### src/rtl/gpio_pkg.sv
package gpio_pkg;
  localparam int unsigned REG_AW = 4;
  localparam logic [REG_AW-1:0] A_DIR  = 4'd0;
  localparam logic [REG_AW-1:0] A_PINS = 4'd1;
  localparam logic [REG_AW-1:0] A_DSET = 4'd2;
  localparam logic [REG_AW-1:0] A_DCLR = 4'd3;
  localparam logic [REG_AW-1:0] A_MSET = 4'd4;
  localparam logic [REG_AW-1:0] A_MCLR = 4'd5;
  localparam logic [REG_AW-1:0] A_POL  = 4'd6;
  localparam logic [REG_AW-1:0] A_EDGE = 4'd7;
  localparam logic [REG_AW-1:0] A_BOTH = 4'd8;
  localparam logic [REG_AW-1:0] A_STAT = 4'd9;
endpackage

### src/rtl/gpio_sync.sv
module gpio_sync #(
  parameter int unsigned W      = 16,
  parameter int unsigned STAGES = 2
) (
  input  logic         clk,
  input  logic         rst,
  input  logic [W-1:0] d,
  output logic [W-1:0] q
);
  logic [W-1:0] st [STAGES];

  genvar s;
  generate
    for (s = 0; s < STAGES; s++) begin : g_stage
      always_ff @(posedge clk) begin
        if (rst) st[s] <= '0;
        else if (s == 0) st[s] <= d;
        else st[s] <= st[(s == 0) ? 0 : s-1];
      end
    end
  endgenerate

  assign q = st[STAGES-1];
endmodule

### src/rtl/gpio_regs.sv
module gpio_regs
  import gpio_pkg::*;
#(
  parameter int unsigned N = 16
) (
  input  logic              clk,
  input  logic              rst,
  input  logic              wr,
  input  logic [REG_AW-1:0] addr,
  input  logic [N-1:0]      wdata,
  input  logic [N-1:0]      pin_val,
  input  logic [N-1:0]      status,
  output logic [N-1:0]      dir_q,
  output logic [N-1:0]      out_q,
  output logic [N-1:0]      mask_q,
  output logic [N-1:0]      pol_q,
  output logic [N-1:0]      edge_q,
  output logic [N-1:0]      both_q,
  output logic [N-1:0]      stat_clr,
  output logic [N-1:0]      rdata
);
  always_ff @(posedge clk) begin
    if (rst) begin
      dir_q  <= '0;
      out_q  <= '0;
      mask_q <= '0;
      pol_q  <= '0;
      edge_q <= '0;
      both_q <= '0;
    end else if (wr) begin
      case (addr)
        A_DIR:  dir_q  <= wdata;
        A_DSET: out_q  <= out_q | wdata;
        A_DCLR: out_q  <= out_q & ~wdata;
        A_MSET: mask_q <= mask_q | wdata;
        A_MCLR: mask_q <= mask_q & ~wdata;
        A_POL:  pol_q  <= wdata;
        A_EDGE: edge_q <= wdata;
        A_BOTH: both_q <= wdata;
        default: ;
      endcase
    end
  end

  assign stat_clr = (wr && addr == A_STAT) ? wdata : '0;

  always_ff @(posedge clk) begin
    if (rst) rdata <= '0;
    else begin
      case (addr)
        A_DIR:          rdata <= dir_q;
        A_PINS:         rdata <= pin_val;
        A_DSET, A_DCLR: rdata <= out_q;
        A_MSET, A_MCLR: rdata <= mask_q;
        A_POL:          rdata <= pol_q;
        A_EDGE:         rdata <= edge_q;
        A_BOTH:         rdata <= both_q;
        A_STAT:         rdata <= status;
        default:        rdata <= '0;
      endcase
    end
  end

  assert_data_set_R2: assert property (@(posedge clk) disable iff (rst)
    (wr && addr == A_DSET) |=> ((out_q & $past(wdata)) == $past(wdata)));
  assert_data_clr_R2: assert property (@(posedge clk) disable iff (rst)
    (wr && addr == A_DCLR) |=> ((out_q & $past(wdata)) == '0));
  assert_mask_clr_R4: assert property (@(posedge clk) disable iff (rst)
    (wr && addr == A_MCLR) |=> ((mask_q & $past(wdata)) == '0));
endmodule

### src/rtl/gpio_pin_irq.sv
module gpio_pin_irq (
  input  logic clk,
  input  logic rst,
  input  logic src,
  input  logic pol,
  input  logic edge_mode,
  input  logic both,
  input  logic clr,
  output logic status
);
  logic prev_q, lat_q, evt, act;

  assign act = src ^ pol;
  assign evt = both ? (src ^ prev_q) : (act & ~(prev_q ^ pol));

  always_ff @(posedge clk) begin
    if (rst) begin
      prev_q <= 1'b0;
      lat_q  <= 1'b0;
    end else begin
      prev_q <= src;
      if (!edge_mode) lat_q <= 1'b0;
      else if (evt)   lat_q <= 1'b1;
      else if (clr)   lat_q <= 1'b0;
    end
  end

  assign status = edge_mode ? lat_q : act;

  assert_latch_hold_R7: assert property (@(posedge clk) disable iff (rst)
    (edge_mode && lat_q && !clr) |=> lat_q);
  assert_event_wins_R7: assert property (@(posedge clk) disable iff (rst)
    (edge_mode && evt && clr) |=> lat_q);
endmodule

### src/rtl/pin_ctrl_gpio.sv
module pin_ctrl_gpio
  import gpio_pkg::*;
#(
  parameter int unsigned NPINS = 16,
  parameter int unsigned SYNC  = 2
) (
  input  logic              clk,
  input  logic              rst,
  input  logic [REG_AW-1:0] bus_addr,
  input  logic              bus_wr,
  input  logic [NPINS-1:0]  bus_wdata,
  output logic [NPINS-1:0]  bus_rdata,
  input  logic [NPINS-1:0]  pin_in,
  output logic [NPINS-1:0]  pin_out,
  output logic [NPINS-1:0]  pin_oe,
  output logic              irq
);
  logic [NPINS-1:0] in_s, src, status, stat_clr;
  logic [NPINS-1:0] dir_q, out_q, mask_q, pol_q, edge_q, both_q;

  gpio_sync #(.W(NPINS), .STAGES(SYNC)) u_sync (
    .clk(clk), .rst(rst), .d(pin_in), .q(in_s));

  assign src = (dir_q & out_q) | (~dir_q & in_s);

  gpio_regs #(.N(NPINS)) u_regs (
    .clk(clk), .rst(rst), .wr(bus_wr), .addr(bus_addr), .wdata(bus_wdata),
    .pin_val(src), .status(status),
    .dir_q(dir_q), .out_q(out_q), .mask_q(mask_q), .pol_q(pol_q),
    .edge_q(edge_q), .both_q(both_q), .stat_clr(stat_clr), .rdata(bus_rdata));

  genvar p;
  generate
    for (p = 0; p < NPINS; p++) begin : g_pin
      gpio_pin_irq u_pin (
        .clk(clk), .rst(rst), .src(src[p]), .pol(pol_q[p]),
        .edge_mode(edge_q[p]), .both(both_q[p]), .clr(stat_clr[p]),
        .status(status[p]));
    end
  endgenerate

  always_ff @(posedge clk) begin
    if (rst) irq <= 1'b0;
    else     irq <= |(status & mask_q);
  end

  assign pin_out = out_q;
  assign pin_oe  = dir_q;

  assert_dir_oe_R1: assert property (@(posedge clk) disable iff (rst)
    (bus_wr && bus_addr == A_DIR) |=> (pin_oe == $past(bus_wdata)));
  assert_masked_quiet_R9: assert property (@(posedge clk) disable iff (rst)
    (mask_q == '0) |=> !irq);
endmodule

### config.mk
export PLATFORM = sky130hd
export DESIGN_NAME = pin_ctrl_gpio
export DESIGN_NICKNAME = d
export VERILOG_FILES = /design/src/rtl/gpio_pkg.sv /design/src/rtl/gpio_sync.sv /design/src/rtl/gpio_regs.sv /design/src/rtl/gpio_pin_irq.sv /design/src/rtl/pin_ctrl_gpio.sv
export SDC_FILE = /design/constraint.sdc
export NUM_CORES = 1
export LEC_CHECK = 0
export BUFFER_PORTS_ARGS = -buffer_cell sky130_fd_sc_hd__buf_4
export CORE_MARGIN = 1.5
export CORE_UTILIZATION = 25
export CTS_BUF_LIST = sky130_fd_sc_hd__clkbuf_4 sky130_fd_sc_hd__clkbuf_8 sky130_fd_sc_hd__clkbuf_16
export CTS_CLUSTER_SIZE = 14
export DETAILED_ROUTE_END_ITERATION = 6
export GPL_TIMING_DRIVEN = 0
export PLACE_DENSITY = 0.38
export REMOVE_ABC_BUFFERS = 1
export SYNTH_ARGS = -nofsm -noshare
export SYNTH_HDL_FRONTEND = slang
export SYNTH_HIERARCHICAL = 1
export SYNTH_SLANG_ARGS = --single-unit
export TNS_END_PERCENT = 10
### constraint.sdc
create_clock -name clk -period 2.74 [get_ports clk]
set_input_delay 0.137 -clock clk [delete_from_list [all_inputs] [get_ports clk]]
set_output_delay 0.137 -clock clk [all_outputs]
set_load 0.01 [all_outputs]
; ---- Yosys cells after proc, flatten, opt, wreduce, memory -nomap -nowiden
; Memories as Yosys holds them, arrays and structs flattened.
; Index checks and enable logic that the tools add are counted.
[word_totals]
output_inout_bits = 49
register_bits = 145
input_bits = 39
mem_bits_rw = 32
memories = 1
elab_cells = 276
[memory_table]
columns = memory, words, width, rd, rd_ports_with_merged_regs, write_ports, line_no
row1 = u_sync.st, 2, 16, 2, 0, 2, gpio_sync.sv:10  ; logic [W-1:0] st [STAGES];
[op_classes]
mux = 73
eq_ne = 9
reduce_logical = 45
bitwise = 108
[op_table]
columns = op, n
row1 = $pmux W16 S8, 1
row2 = $and A16 B16 Y16, 5
row3 = $mux W1, 67
row4 = $pmux W16 S2, 2
row5 = $mux W16, 3
row6 = $or A16 B16 Y16, 3
row7 = $xor A1 B1 Y1, 48
row8 = $reduce_bool A2 Y1, 18
row9 = $reduce_or A2 Y1, 18
row10 = $not A1 Y1, 32
row11 = $not A16 Y16, 2
row12 = $and A1 B1 Y1, 16
row13 = $eq A4 B3 Y1 const B, 4
row14 = $reduce_or A16 Y1, 1
row15 = $reduce_and A2 Y1, 6
row16 = $eq A4 B2 Y1 const B, 2
row17 = $eq A4 B4 Y1 const B, 2
row18 = $eq A4 B1 Y1 const B, 1
row19 = $logic_not A4 Y1, 1
row20 = $or A1 B1 Y1, 2
row21 = $logic_and A1 B1 Y1, 1

; ---- Depth between registers and ports, before layout
; Gate-level depths: netlist (run 1).
[depth]
ltp_word = 7
depth_mapped = 8
ltp_nobuf = 7

; ---- Hierarchy
; Netlist (run 1), hierarchy kept.
[modules_own_cells]
columns = module, area_each_um2, instances, cells_per_inst
row1 = gpio_regs, 5102.4, 1, 593
row2 = gpio_pin_irq, 107.6, 16, 12
row3 = gpio_sync, 863.3, 1, 67
row4 = pin_ctrl_gpio, 286.5, 1, 27

; ---- Worst setup path after synthesis (run 1)
; Ideal clock, no wire load.
[synth_timing]
path_kind = register to register
from = register u_regs.dir_q[6]
to = register irq
slack_ns = 0.888
arrival_time_ns = 1.723
path_stages_with_launch = 8
required_ns = 2.611
path_cell_list = dfxtp_1 > mux2_2 > xnor2_1 > o21ai_0 > a22o_1 > a221oi_2 > and3_1 > a31oi_1
[synth_via]
elab_chain_cells = 7
[synth_rtl]
columns = element, line_no
row1 = start: declaration, gpio_regs.sv:13  ; output logic [N-1:0] dir_q,
row2 = start signal: assignment, gpio_regs.sv:32  ; A_DIR: dir_q <= wdata;
row3 = $not A16 Y16, pin_ctrl_gpio.sv:24  ; assign src = (dir_q & out_q) | (~dir_q & in_s);
row4 = $and A16 B16 Y16, pin_ctrl_gpio.sv:24
row5 = $or A16 B16 Y16 (*), pin_ctrl_gpio.sv:24
row6 = named net src[6], pin_ctrl_gpio.sv:18  ; logic [NPINS-1:0] in_s, src, status, stat_clr;
row7 = $xor A1 B1 Y1 (*), gpio_pin_irq.sv:13  ; assign act = src ^ pol;
row8 = $mux W1 (*), gpio_pin_irq.sv:28  ; assign status = edge_mode ? lat_q : act;
row9 = named net status[6], pin_ctrl_gpio.sv:18
row10 = $and A16 B16 Y16 (*), pin_ctrl_gpio.sv:44  ; else irq <= |(status & mask_q);
row11 = $reduce_or A16 Y1 (*), pin_ctrl_gpio.sv:44
row12 = end signal: assignment, pin_ctrl_gpio.sv:44
row13 = end: declaration, pin_ctrl_gpio.sv:16  ; output logic irq
; Mark *: on every way through the listed nets, which the timed path passes. The rest lies on a longest branch.
; A chain may end at the register's enable or synchronous reset.

; ---- Final worst setup path (run 1)
[layout_timing]
from = input port bus_addr[3]
to = register u_regs.edge_q[7]
[layout_via]
elab_chain_cells = 2
[layout_rtl]
columns = element, line_no
row1 = start: declaration, pin_ctrl_gpio.sv:9  ; input logic [REG_AW-1:0] bus_addr,
row2 = $eq A4 B3 Y1, gpio_regs.sv:31  ; case (addr)
row3 = $reduce_and A2 Y1 (no source line), -
row4 = end signal: assignment, gpio_regs.sv:38  ; A_EDGE: edge_q <= wdata;
row5 = end: declaration, gpio_regs.sv:17  ; output logic [N-1:0] edge_q,
; No other way between the ends.

==> run summary, run 1 <==
- outcome: complete, no violations
- Port-buffer cells: 87
- vias in the first global route: 6326
- setup repair after global routing missed its margin: no
- antenna violation net count after detailed routing: 0
- starting utilization of the core area: 0.253
- post-DR vias/cell: 4.72
- P&R area growth vs syn: 24.1%
- Row Count: 65
- met2 capacity usage during global routing: 0.253
- beginning of the worst hold path: pin_in[11]
- worst-path cell with the longest stage delay: or3_1
- Worst Hold Depth: 2
- Clock transition at path regs: 0.07 ns
- share of the cycle needed by the critical path after routing: 0.810
- HPWL after DPL: 15100 µm
- largest fanout on the critical path: 53
- cell family contributing the most delay on the critical path: simple AND/OR/NAND/NOR gates
- DRC errors left: 0
- most used routing layer in global routing: met2
- ys async rst share: 0
- First-pass DRT Iterations: 4
- CTS tree: built
- worst path buffer plus inverter count: 1
- detail-routed net length per standard cell: 18.6 µm
- met1 Use GR: 0.213
- Post-layout nets: 992
- mean cell area of the mapped netlist: 9.07 µm²
- leading cell type in the layout, fill and taps excluded: dfxtp_1
- CORE AREA: 31500 µm²
- VDD IR-drop max: 0.000359 V
- Routability Congestion: 0.762
- most frequently used flop master after synthesis: dfxtp_1
- cell count after synthesis: 879
- cell-internal power: 4.23 mW
- wirelength, routed: 25400 µm
- Tightest Pin Transition: 1.32 ns
- relative contribution of the clock network to total power: 0.440
- number of hold violations in the final report: 0
- Setup Skew: 0.0123 ns
- global-route wire length before repair: 38800 µm
- number of synthesized flops with an enable pin: 0
- vertical die dimension: 182 µm
- total clock sinks: 177
- kind of start point of the critical path: input pin
- switching power as a share of total power: 0.247
- area share of the leading cell type in the synthesized netlist: 0.444
- critical register-to-register path endpoint: irq
- fillers: 3277
- sequential cell fraction of total power: 0.473
- total power: 5.62 mW
- highest-count cells in the layout ignoring fill and taps: 177 x dfxtp_1, 127 x a21oi_1, 86 x buf_4
- largest area contributor in the netlist: dfxtp_1
- IO Count: 88
- power density relative to cell area: 567 nW/µm²
- count of inserted antenna diode cells: 0
- number of DRC violations after detailed-routing iteration 0: 489
- all-layer global routing usage: 0.155
- gr ovfl total: 0
- count of instances resized after the clock tree is built: 0
- slack of the worst reg-to-reg path: 0.54 ns
- Netlist Area Pre-Place: 7970 µm²
- number of warnings reported in the yosys synthesis log: 6
- detailed-route via count: 6455
- Hold EP: u_sync/st[0][11]
- highest achievable clock rate: 450 MHz
- synth unique cells: 38
- setup total negative slack: 0 ns
- GR Layer Usage met3: 0.0243
- Final Setup Violations: 0
- cell types occupying the most area after synthesis: dfxtp_1 44%, a21oi_1 8.0%, mux2i_1 7.8%
- multi-input logic area: 4050 µm²
- class of the most critical setup path: input pin to register
- H-tree levels: 4
- CTS root buffer: clkbuf_16
- Arr. time, crit path: 2.51 ns
- clock tree buffer depth: 2
- category of the worst setup path capture point: register
- relative contribution of combinational cells to total power: 0.087
- ordered cell list for the critical path: buf_4 > nand2b_4 > or3_1 > mux2i_1 > nor2_1
- data required time at the worst endpoint: 3.03 ns
- Max-slew headroom: 0.122
- x dimension of the die: 182 µm
- area of the die: 33000 µm²
- antenna violations before repair: 0
- static leakage: 3.55 nW
- worst reg2reg path startpoint: u_regs/dir_q[3]
- total of flip-flops plus latches after synthesis: 177
- Max Slew Vio Count: 0
- register area share after synthesis: 0.444
- proportion of layout cells with a drive suffix above 1: 0.193
- largest net degree at the start of global routing: 101
- final critical delay including setup and external delays: 2.22 ns
- Sw Pwr: 1.39 mW
- kind of path behind the tightest hold check: input pin to register
- max-capacitance violation count: 0
- register area: 3540 µm²
- total CTS buffers: 17
- slowest stage delay, CP: 1.00 ns
- number of cells on the worst reg-to-reg path: 6
- clock latency on the worst-skew pair: 0.43 ns
kinds of logic (layout without fill, tap and decap cells):
group / after synthesis / after routing / synth area share
xor gates and xnor gates: 32 / 32 / 0.0351
buffers and inverters: 90 / 177 / 0.0515
DFF: 177 / 177 / 0.444
muxes: 78 / 78 / 0.100
AOI/OAI and AO/OA: 220 / 220 / 0.181
and+or+nand+nor: 282 / 282 / 0.187
worst register-to-register path, stage by stage, from the launching register on:
cell and delay (ns):
dfxtp_1 0.41, mux2_2 0.41, xnor2_1 0.24, o21ai_0 0.14, a22o_1 0.29, a221oi_1 0.33, a31oi_1 0.22
through the flow:
| step | util | setup slack (ns) | cell area, µm² | hold WS (ns) | instances |
|---|---|---|---|---|---|
| 4_1_cts | 0.314 | 0.477 | 9900 | 0.00264 | 1368 |
| 5_1_grt | 0.314 | 0.379 | 9900 | 0.000318 | 1368 |
| 2_1_floorplan | - | 0.888 | 7630 | 0.206 | 806 |
| 6_report | 0.314 | 0.520 | 9900 | 0.0272 | 1368 |
| 3_5_place_dp | 0.286 | 0.0485 | 8990 | 0.351 | 1305 |
| 3_3_place_gp | 0.279 | -1.62 | 8780 | 0.349 | 1295 |
per-layer routing:
metal,vias up,share of wire,routed length [µm]
met3,19,0.031,787
met5,-,0,0
met1,3107,0.49,12400
li1,3212,-,-
met4,0,0.012,307
met2,117,0.47,11900
area by class of cell:
cell class,count,area share
well taps,402,0.0508
inverters,17,0.00645
clock buffers,25,0.0522
clock inverters,7,0.00746
multi-input cells,612,0.409
flip-flops and latches,177,0.358
repair buffers,128,0.116
cells in the mapped netlist (7+ instances only):
library cell  instances
and2_1               17
xnor2_1              16
nor2b_1              49
dfxtp_1             177
nand2b_1              7
o22ai_1              15
a21oi_1             127
mux2_2               16
buf_2                19
clkbuf_1             43
buf_4                 7
o21ai_0              18
xor2_1               16
nand2_1              85
nand3b_1             30
a311oi_1             32
a2111oi_2            16
inv_1                17
nor2_1               66
nor2b_2              16
mux2i_1              62
power by group through the flow:
| stage | sequential, mW | clock, mW | combinational [mW] |
|---|---|---|---|
| floorplan | 2.71 | 0 | 0.183 |
| global placement | 2.72 | 0 | 0.436 |
| detailed placement | 2.72 | 0 | 0.456 |
| CTS | 2.66 | 2.56 | 0.493 |
| global route | 2.66 | 2.66 | 0.529 |
| finish | 2.66 | 2.47 | 0.488 |
worst max-delay path by stage:
stage	endpoint	cells past startpoint	slack, ns	startpoint
6_report	u_regs/edge_q[7]	5	0.52	bus_addr[3]
3_3_place_gp	g_pin[4].u_pin/lat_q	7	-1.62	bus_addr[3]
3_5_place_dp	u_regs/edge_q[1]	5	0.05	bus_addr[3]
4_1_cts	irq	6	0.48	u_regs/dir_q[3]
2_1_floorplan	irq	7	0.89	u_regs/dir_q[6]
5_1_grt	u_regs/edge_q[15]	5	0.38	bus_addr[3]
what timing repair did:
item / in CTS / in global routing
hold buffers: 31 / 0
hold endpoints to repair: 62 / 0
buffers inserted: 0 / 0
(Power assumes the default switching activity.)
==> run 2, diff against run 1 <==
Settings changed: ABC_AREA set to 1, PLACE_DENSITY 0.38 to 0.39.
Clock period 2.74 ns to 1.8 ns, I/O delays scaled along.
==> run summary, run 2 <==
- worst-case setup slack after placement: -1.87 ns, was 0.0485 ns
- First-pass DRT Iterations: 5, was 4
- static leakage: 4.62 nW, was 3.55 nW
- leading cell type in the layout, fill and taps excluded: nand2_1, was dfxtp_1
- total clock sinks: 177, unchanged
- area of the die: 35700 µm², was 33000 µm²
- slack of the worst reg-to-reg path: 0.10 ns, was 0.54 ns
- most frequently used flop master after synthesis: dfxtp_1, unchanged
- max-capacitance violation count: 0, unchanged
- P&R area growth vs syn: 26.6%, was 24.1%
- CTS tree: built, unchanged
- number of synthesized flops with an enable pin: 0, unchanged
- cell count after synthesis: 1303, was 879
- mean cell area of the mapped netlist: 6.63 µm², was 9.07 µm²
- kind of start point of the critical path: register, was input pin
- VDD IR-drop max: 0.000663 V, was 0.000359 V
- number of standard cells in the layout, taps in and fillers out: 1857, was 1368
- Hold EP: g_pin[0].u_pin/lat_q, was u_sync/st[0][11]
- outcome: complete, no violations, unchanged
- vertical die dimension: 189 µm, was 182 µm
- H-tree levels: 4, unchanged
- worst reg2reg path startpoint: u_regs/dir_q[4], was u_regs/dir_q[3]
- Arr. time, crit path: 2.00 ns, was 2.51 ns
- kind of path behind the tightest hold check: input pin to register, unchanged
- CORE AREA: 33800 µm², was 31500 µm²
- beginning of the worst hold path: rst, was pin_in[11]
- post-DR vias/cell: 4.46, was 4.72
- proportion of layout cells with a drive suffix above 1: 0.166, was 0.193
- detailed-route via count: 8282, was 6455
- Final Setup Violations: 0, unchanged
- clock tree buffer depth: 2, unchanged
- Clock transition at path regs: 0.07 ns, about the same
- final critical delay including setup and external delays: 1.70 ns
- gr ovfl total: 0, unchanged
- Max-slew headroom: 0.254, was 0.122
- Synth Area in Adders: 0, unchanged
- data required time at the worst endpoint: 2.10 ns, was 3.03 ns
- largest area contributor in the netlist: dfxtp_1, unchanged
- area share of the leading cell type in the synthesized netlist: 0.410, was 0.444
- power density relative to cell area: 827 nW/µm², was 567 nW/µm²
- largest net degree at the start of global routing: 84, was 101
- CTS root buffer: clkbuf_16, unchanged
- antenna violation net count after detailed routing: 0, unchanged
- critical register-to-register path endpoint: irq, unchanged
- Worst Hold Depth: 4, was 2
- wirelength, routed: 30500 µm, was 25400 µm
- DRC errors left: 0, unchanged
- number of warnings reported in the yosys synthesis log: 6, unchanged
- total of flip-flops plus latches after synthesis: 177, unchanged
- global-route wire length before repair: 47200 µm, was 38800 µm
- starting utilization of the core area: 0.256, was 0.253
- Row Count: 67, was 65
- detail-routed net length per standard cell: 16.4 µm, was 18.6 µm
- Tightest Pin Transition: 1.12 ns, was 1.32 ns
- x dimension of the die: 189 µm, was 182 µm
- synth unique cells: 24, was 38
- leading cell types by count after synthesis: 270 x nand2_1, 192 x inv_1, 177 x dfxtp_1, 148 x nand3_1, 134 x nor2_1, was 177 x dfxtp_1, 127 x a21oi_1, 85 x nand2_1, 66 x nor2_1, 62 x mux2i_1
- cell types occupying the most area after synthesis: dfxtp_1 41%, nand2_1 12%, nand3_1 8.6%, was dfxtp_1 44%, a21oi_1 8.0%, mux2i_1 7.8%
- number of DRC violations after detailed-routing iteration 0: 498, was 489
- count of inserted antenna diode cells: 0, unchanged
- highest-count cells in the layout ignoring fill and taps: 267 x nand2_1, 192 x inv_1, 165 x dfxtp_1, was 177 x dfxtp_1, 127 x a21oi_1, 86 x buf_4
- ys async rst share: 0, unchanged
- post-placement cell count: 1783, was 1305
- post-route worst setup slack: 0.103 ns, was 0.520 ns
- simple-gate area share of the yosys netlist: 0.324, was 0.187
- class of the most critical setup path: register to register, was input pin to register
- post-synthesis xor/xnor area fraction: 0.0162, was 0.0351
- share of the cycle needed by the critical path after routing: 0.943
- Netlist Area Pre-Place: 8640 µm², was 7970 µm²
- Post-layout nets: 1435, was 992
- number of cells on the worst reg-to-reg path: 9, was 6
- number of hold violations in the final report: 0, unchanged
- largest fanout on the critical path: 4, was 53
- cell with the most instances after synthesis: nand2_1, was dfxtp_1
- portion of netlist area occupied by mux cells: 0.0209, was 0.100
- total CTS buffers: 17, unchanged
- largest family of logic cells by synthesized area: simple AND/OR/NAND/NOR gates, unchanged
- setup repair after global routing missed its margin: yes, was no
- highest achievable clock rate: 589 MHz
- Max Slew Vio Count: 0, unchanged
- all-layer global routing usage: 0.175, was 0.155
- Setup Skew: 0.00839 ns, was 0.0123 ns
- antenna violations before repair: 0, unchanged
- Port-buffer cells: 87, unchanged
- category of the worst setup path capture point: register, unchanged
- share of the synthesized area in compound gates (AO/OA/AOI/OAI): 0.102, was 0.181
- HPWL after DPL: 17900 µm, was 15100 µm
- register area share after synthesis: 0.410, was 0.444
- vias in the first global route: 7752, was 6326
- IO Count: 88, unchanged
- clock latency on the worst-skew pair: 0.44 ns, was 0.43 ns
- Routability Congestion: 0.753, was 0.762
[run 2: changes by cell type in the layout (fill, tap and decap cells not counted), moves of 17 or more]
cell      before  now
nand2_1       85  267
inv_1         17  192
nand3_1        0  144
nor2_1        65  132
mux2i_1       62    0
nor2b_1       49    0
o21ai_0       18   57
nor2_2         1   35
a21oi_1      127   95
a311oi_1      32    0
nand3b_1      30    0
o21ai_1        0   22
inv_2          0   21
and2_1        17    0
[run 2: per-stage QoR]
step / util / cell area (µm²) / power [mW] / hold slack, ns / TNS (ns)
finish: 0.324 / 10900 / 9.05 / 0.0208 / 0
global route: 0.324 / 10900 / 9.48 / 0.0158 / -0.0316
CTS: 0.322 / 10900 / 9.22 / 0.00963 / 0
detailed placement: 0.289 / 9770 / 4.97 / 0.297 / -119.74
global placement: 0.283 / 9570 / 4.93 / 0.291 / -300.92
floorplan: - / 8350 / 4.52 / 0.159 / -25.48
[run 2: cells by family after synthesis]
kind of cell	after synthesis
AO/OA/AOI/OAI	176
XOR/XNOR	16
buffers and inverters	278
flip-flops	177
multiplexers	16
AND/OR/NAND/NOR	640
[run 2: layout make-up]
| class | instances | area, µm² |
|---|---|---|
| flip-flops and latches | 177 | 3560 |
| repair buffers | 135 | 1220 |
| fillers | 3631 | 22800 |
| clock inverters | 13 | 181 |
| inverters | 216 | 816 |
| multi-input cells | 849 | 4140 |
| clock buffers | 19 | 453 |
| well taps | 448 | 561 |
[run 2: worst max path at each step]
stage	startpoint	slack, ns	end	cells past startpoint
finish	u_regs/dir_q[4]	0.10	irq	9
global route	u_regs/dir_q[1]	-0.03	irq	9
CTS	u_regs/dir_q[1]	0.005	irq	9
detailed placement	bus_addr[1]	-1.87	u_regs/pol_q[15]	7
global placement	bus_addr[2]	-3.26	u_regs/dir_q[15]	5
floorplan	bus_addr[3]	-0.66	u_regs/dir_q[0]	4
[run 2: power by group]
part / total, mW / switching (mW) / internal [mW] / leakage, nW
logic: 0.900 / 0.586 / 0.313 / 2.86
registers: 4.07 / 0.0649 / 4.01 / 1.44
clock network: 4.08 / 1.68 / 2.40 / 0.310
total: 9.05 / 2.33 / 6.72 / 4.62
[run 2: repair_timing]
| item | 4_1_cts | 5_1_grt |
|---|---|---|
| hold endpoints to repair | 90 | 0 |
| hold buffers | 38 | 0 |
| buffers inserted | 3 | 0 |
| resized for setup | 15 | 23 |
| cloned | 1 | 0 |
| endpoints found under the setup margin | 122 | 5 |
| pin swaps | 3 | 1 |
[run 2: critical path: stages (launching register included)]
cell	delay, ns
dfxtp_4	0.39
mux2_2	0.40
xnor2_1	0.17
o21ai_1	0.09
nand2_1	0.08
nand2_1	0.06
nor2_2	0.15
nand2_1	0.07
nor2_1	0.10
nor2_1	0.06
[run 2: layer usage]
layer  vias up  wire length (µm)  GRT usage
met3        21               973     0.0285
met4         0               323     0.0375
met1      3822             15100      0.238
li1       4292                 -          -
met5         -                 0          0
met2       147             14100      0.292
==> run 3, diff against run 2 <==
Settings changed: ABC_CLOCK_PERIOD_IN_PS set to 1800, SYNTH_HIERARCHICAL 1 to not set.
==> run summary, run 3 <==
- switching power as a share of total power: 0.249, was 0.257
- clock tree buffer depth: 2, unchanged
- synth unique cells: 25, was 24
- met2 capacity usage during global routing: 0.286, was 0.292
- class of the most critical setup path: input pin to register, was register to register
- global-route wire length before repair: 40500 µm, was 47200 µm
- cell with the most instances after synthesis: nand2_1, unchanged
- number of DRC violations after detailed-routing iteration 0: 415, was 498
- leading cell types by count after synthesis: 267 x nand2_1, 177 x dfxtp_1, 149 x inv_1, 137 x a21oi_1, 99 x o21ai_0, was 270 x nand2_1, 192 x inv_1, 177 x dfxtp_1, 148 x nand3_1, 134 x nor2_1
- max-capacitance violation count: 0, unchanged
- total of flip-flops plus latches after synthesis: 177, unchanged
- leading cell type in the layout, fill and taps excluded: nand2_1, unchanged
- start point of the critical path: bus_addr[0], was u_regs/dir_q[4]
- total CTS buffers: 17, unchanged
- Post-layout nets: 1239, was 1435
- CORE AREA: 30500 µm², was 33800 µm²
- static leakage: 3.82 nW, was 4.62 nW
- H-tree levels: 4, unchanged
- count of inserted antenna diode cells: 0, unchanged
- x dimension of the die: 179 µm, was 189 µm
- Sw Pwr: 2.22 mW, was 2.33 mW
- Final Setup Violations: 0, unchanged
- setup repair after global routing missed its margin: yes, unchanged
- Arr. time, crit path: 2.03 ns, was 2.00 ns
- clock latency on the worst-skew pair: 0.43 ns, was 0.44 ns
- Row Count: 64, was 67
- cell types occupying the most area after synthesis: dfxtp_1 46%, nand2_1 13%, a21oi_1 8.9%, was dfxtp_1 41%, nand2_1 12%, nand3_1 8.6%
- antenna violations before repair: 0, unchanged
- register area share after synthesis: 0.458, was 0.410
- starting utilization of the core area: 0.254, was 0.256
- vertical die dimension: 179 µm, was 189 µm
- highest achievable clock rate: 577 MHz, was 589 MHz
- gr ovfl total: 0, unchanged
- total clock sinks: 177, unchanged
- area of the die: 32000 µm², was 35700 µm²
- number of synthesized flops with an enable pin: 0, unchanged
- share of the cycle needed by the critical path after routing: 0.962, was 0.943
- setup total negative slack: 0 ns, unchanged
- post-DR vias/cell: 4.56, was 4.46
- register area: 3540 µm², was 3560 µm²
- multi-input logic area: 3480 µm², was 4140 µm²
- Clock transition at path regs: 0.07 ns, about the same
- kind of path behind the tightest hold check: input pin to register, unchanged
- CTS tree: built, unchanged
- slack of the worst reg-to-reg path: 0.22 ns, was 0.10 ns
- kind of start point of the critical path: input pin, was register
- relative contribution of combinational cells to total power: 0.081, was 0.099
- Routability Congestion: 0.739, was 0.753
- cell count after synthesis: 1100, was 1303
- power density relative to cell area: 904 nW/µm², was 827 nW/µm²
- wirelength, routed: 25800 µm, was 30500 µm
- largest area contributor in the netlist: dfxtp_1, unchanged
- largest net degree at the start of global routing: 83, was 84
- Netlist Area Pre-Place: 7740 µm², was 8640 µm²
- antenna violation net count after detailed routing: 0, unchanged
- sequential cell fraction of total power: 0.457, was 0.450
- IO Count: 88, unchanged
- proportion of layout cells with a drive suffix above 1: 0.134, was 0.166
- slowest stage delay, CP: 0.99 ns, was 0.40 ns
- most used routing layer in global routing: met2, unchanged
- First-pass DRT Iterations: 5, unchanged
- DRC errors left: 0, unchanged
- detail-routed net length per standard cell: 16.0 µm, was 16.4 µm
- end point of the critical path: u_regs.edge_q[1], was irq
- cell-internal power: 6.69 mW, was 6.72 mW
- Max Slew Vio Count: 0, unchanged
- relative contribution of the clock network to total power: 0.462, was 0.451
- total power: 8.91 mW, was 9.05 mW
- final critical delay including setup and external delays: 1.73 ns, was 1.70 ns
- detailed-route via count: 7329, was 8282
- largest fanout on the critical path: 33, was 4
- number of cells on the worst reg-to-reg path: 12, was 9
- most frequently used flop master after synthesis: dfxtp_1, unchanged
- number of warnings reported in the yosys synthesis log: 0, was 6
- data required time at the worst endpoint: 2.10 ns, about the same
- CTS root buffer: clkbuf_16, unchanged
- highest-count cells in the layout ignoring fill and taps: 262 x nand2_1, 177 x dfxtp_1, 147 x inv_1, was 267 x nand2_1, 192 x inv_1, 165 x dfxtp_1
- met1 Use GR: 0.221, was 0.238
- ordered cell list for the critical path: buf_4 > inv_6 > nor3_4 > nand2_8 > o21ai_0 > a21oi_1, was mux2_2 > xnor2_1 > o21ai_1 > nand2_1 > nand2_1 > nor2_2 > nand2_1 > nor2_1 > nor2_1
- VDD IR-drop max: 0.000550 V, was 0.000663 V
- worst-path cell with the longest stage delay: nor3_4, was mux2_2
- ys async rst share: 0, unchanged
- Setup Skew: 0.0139 ns, was 0.00839 ns
- worst reg2reg path startpoint: u_regs.dir_q[9], was u_regs/dir_q[4]
- critical register-to-register path endpoint: irq, unchanged
- outcome: complete, no violations, unchanged
- GR Layer Usage met3: 0.0261, was 0.0285
- Port-buffer cells: 87, unchanged
- all-layer global routing usage: 0.168, was 0.175
- fillers: 3282, was 3631
- mean cell area of the mapped netlist: 7.04 µm², was 6.63 µm²
- Max-slew headroom: 0.213, was 0.254
- vias in the first global route: 7115, was 7752
- area share of the leading cell type in the synthesized netlist: 0.458, was 0.410
- number of hold violations in the final report: 0, unchanged
- Tightest Pin Transition: 1.18 ns, was 1.12 ns
- HPWL after DPL: 15600 µm, was 17900 µm
- category of the worst setup path capture point: register, unchanged
- P&R area growth vs syn: 27.2%, was 26.6%
## run 3: power groups by stage
stage | combinational [mW] | sequential [mW] | clock [mW]
2_1_floorplan | 0.307 | 4.16 | 0
5_1_grt | 0.812 | 4.09 | 4.40
4_1_cts | 0.724 | 4.07 | 4.22
3_3_place_gp | 0.648 | 4.17 | 0
6_report | 0.720 | 4.07 | 4.11
3_5_place_dp | 0.657 | 4.17 | 0
## run 3: worst min-delay path by stage
stage	start	end	cells after the start
after floorplan	rst	g_pin[3].u_pin.prev_q	1
after global placement	pin_in[5]	u_sync.st[0][5]	3
after CTS	bus_addr[2]	u_regs.rdata[6]	4
final	bus_addr[2]	u_regs.rdata[6]	4
after global routing	bus_addr[2]	u_regs.rdata[6]	4
after detailed placement	pin_in[0]	u_sync.st[0][0]	3
## run 3: timing repair
action,CTS,global route
buffers inserted,1,4
pin swaps,2,1
endpoints found under the setup margin,83,49
hold buffers,32,0
gates resized for setup,21,5
cloned,0,0
hold endpoints to repair,57,0
## run 3: metrics by stage
stage | hold slack (ns) | worst slack (ns) | instances | instance area, µm² | util
4_1_cts | 0.141 | -0.356 | 1605 | 9790 | 0.321
3_3_place_gp | 0.290 | -1.89 | 1535 | 8680 | 0.285
5_1_grt | 0.159 | -0.169 | 1609 | 9850 | 0.323
2_1_floorplan | 0.159 | 0.0832 | 1052 | 7530 | -
3_5_place_dp | 0.295 | -1.23 | 1540 | 8780 | 0.288
6_report | 0.157 | 0.0680 | 1609 | 9850 | 0.323
## run 3: final cells by class
type	count	area share
Tap cell	396	0.0503
Sequential cell	177	0.360
Clock buffer	19	0.0454
Multi-Input combinational cell	724	0.353
Timing Repair Buffer	129	0.113
Inverter	151	0.0587
Clock inverter	13	0.0199
## run 3: critical path, delay by kind of cell
family,cells,cell delay [ns]
simple gates,2,1.30
buf+inv,2,0.32
compound gates,2,0.30
## run 3: layer usage
layer / vias to the layer above / share of wire
li1: 3791 / -
met1: 3401 / 0.48
met2: 116 / 0.47
met3: 21 / 0.030
met4: 0 / 0.014
met5: - / 0
## run 3: cells by family (layout without fill, tap and decap cells)
kind of cell / after synthesis / after routing / share of synthesized area
simple gates: 439 / 439 / 0.240
compound gates: 285 / 285 / 0.202
buf+inv: 199 / 312 / 0.0997
flops: 177 / 177 / 0.458
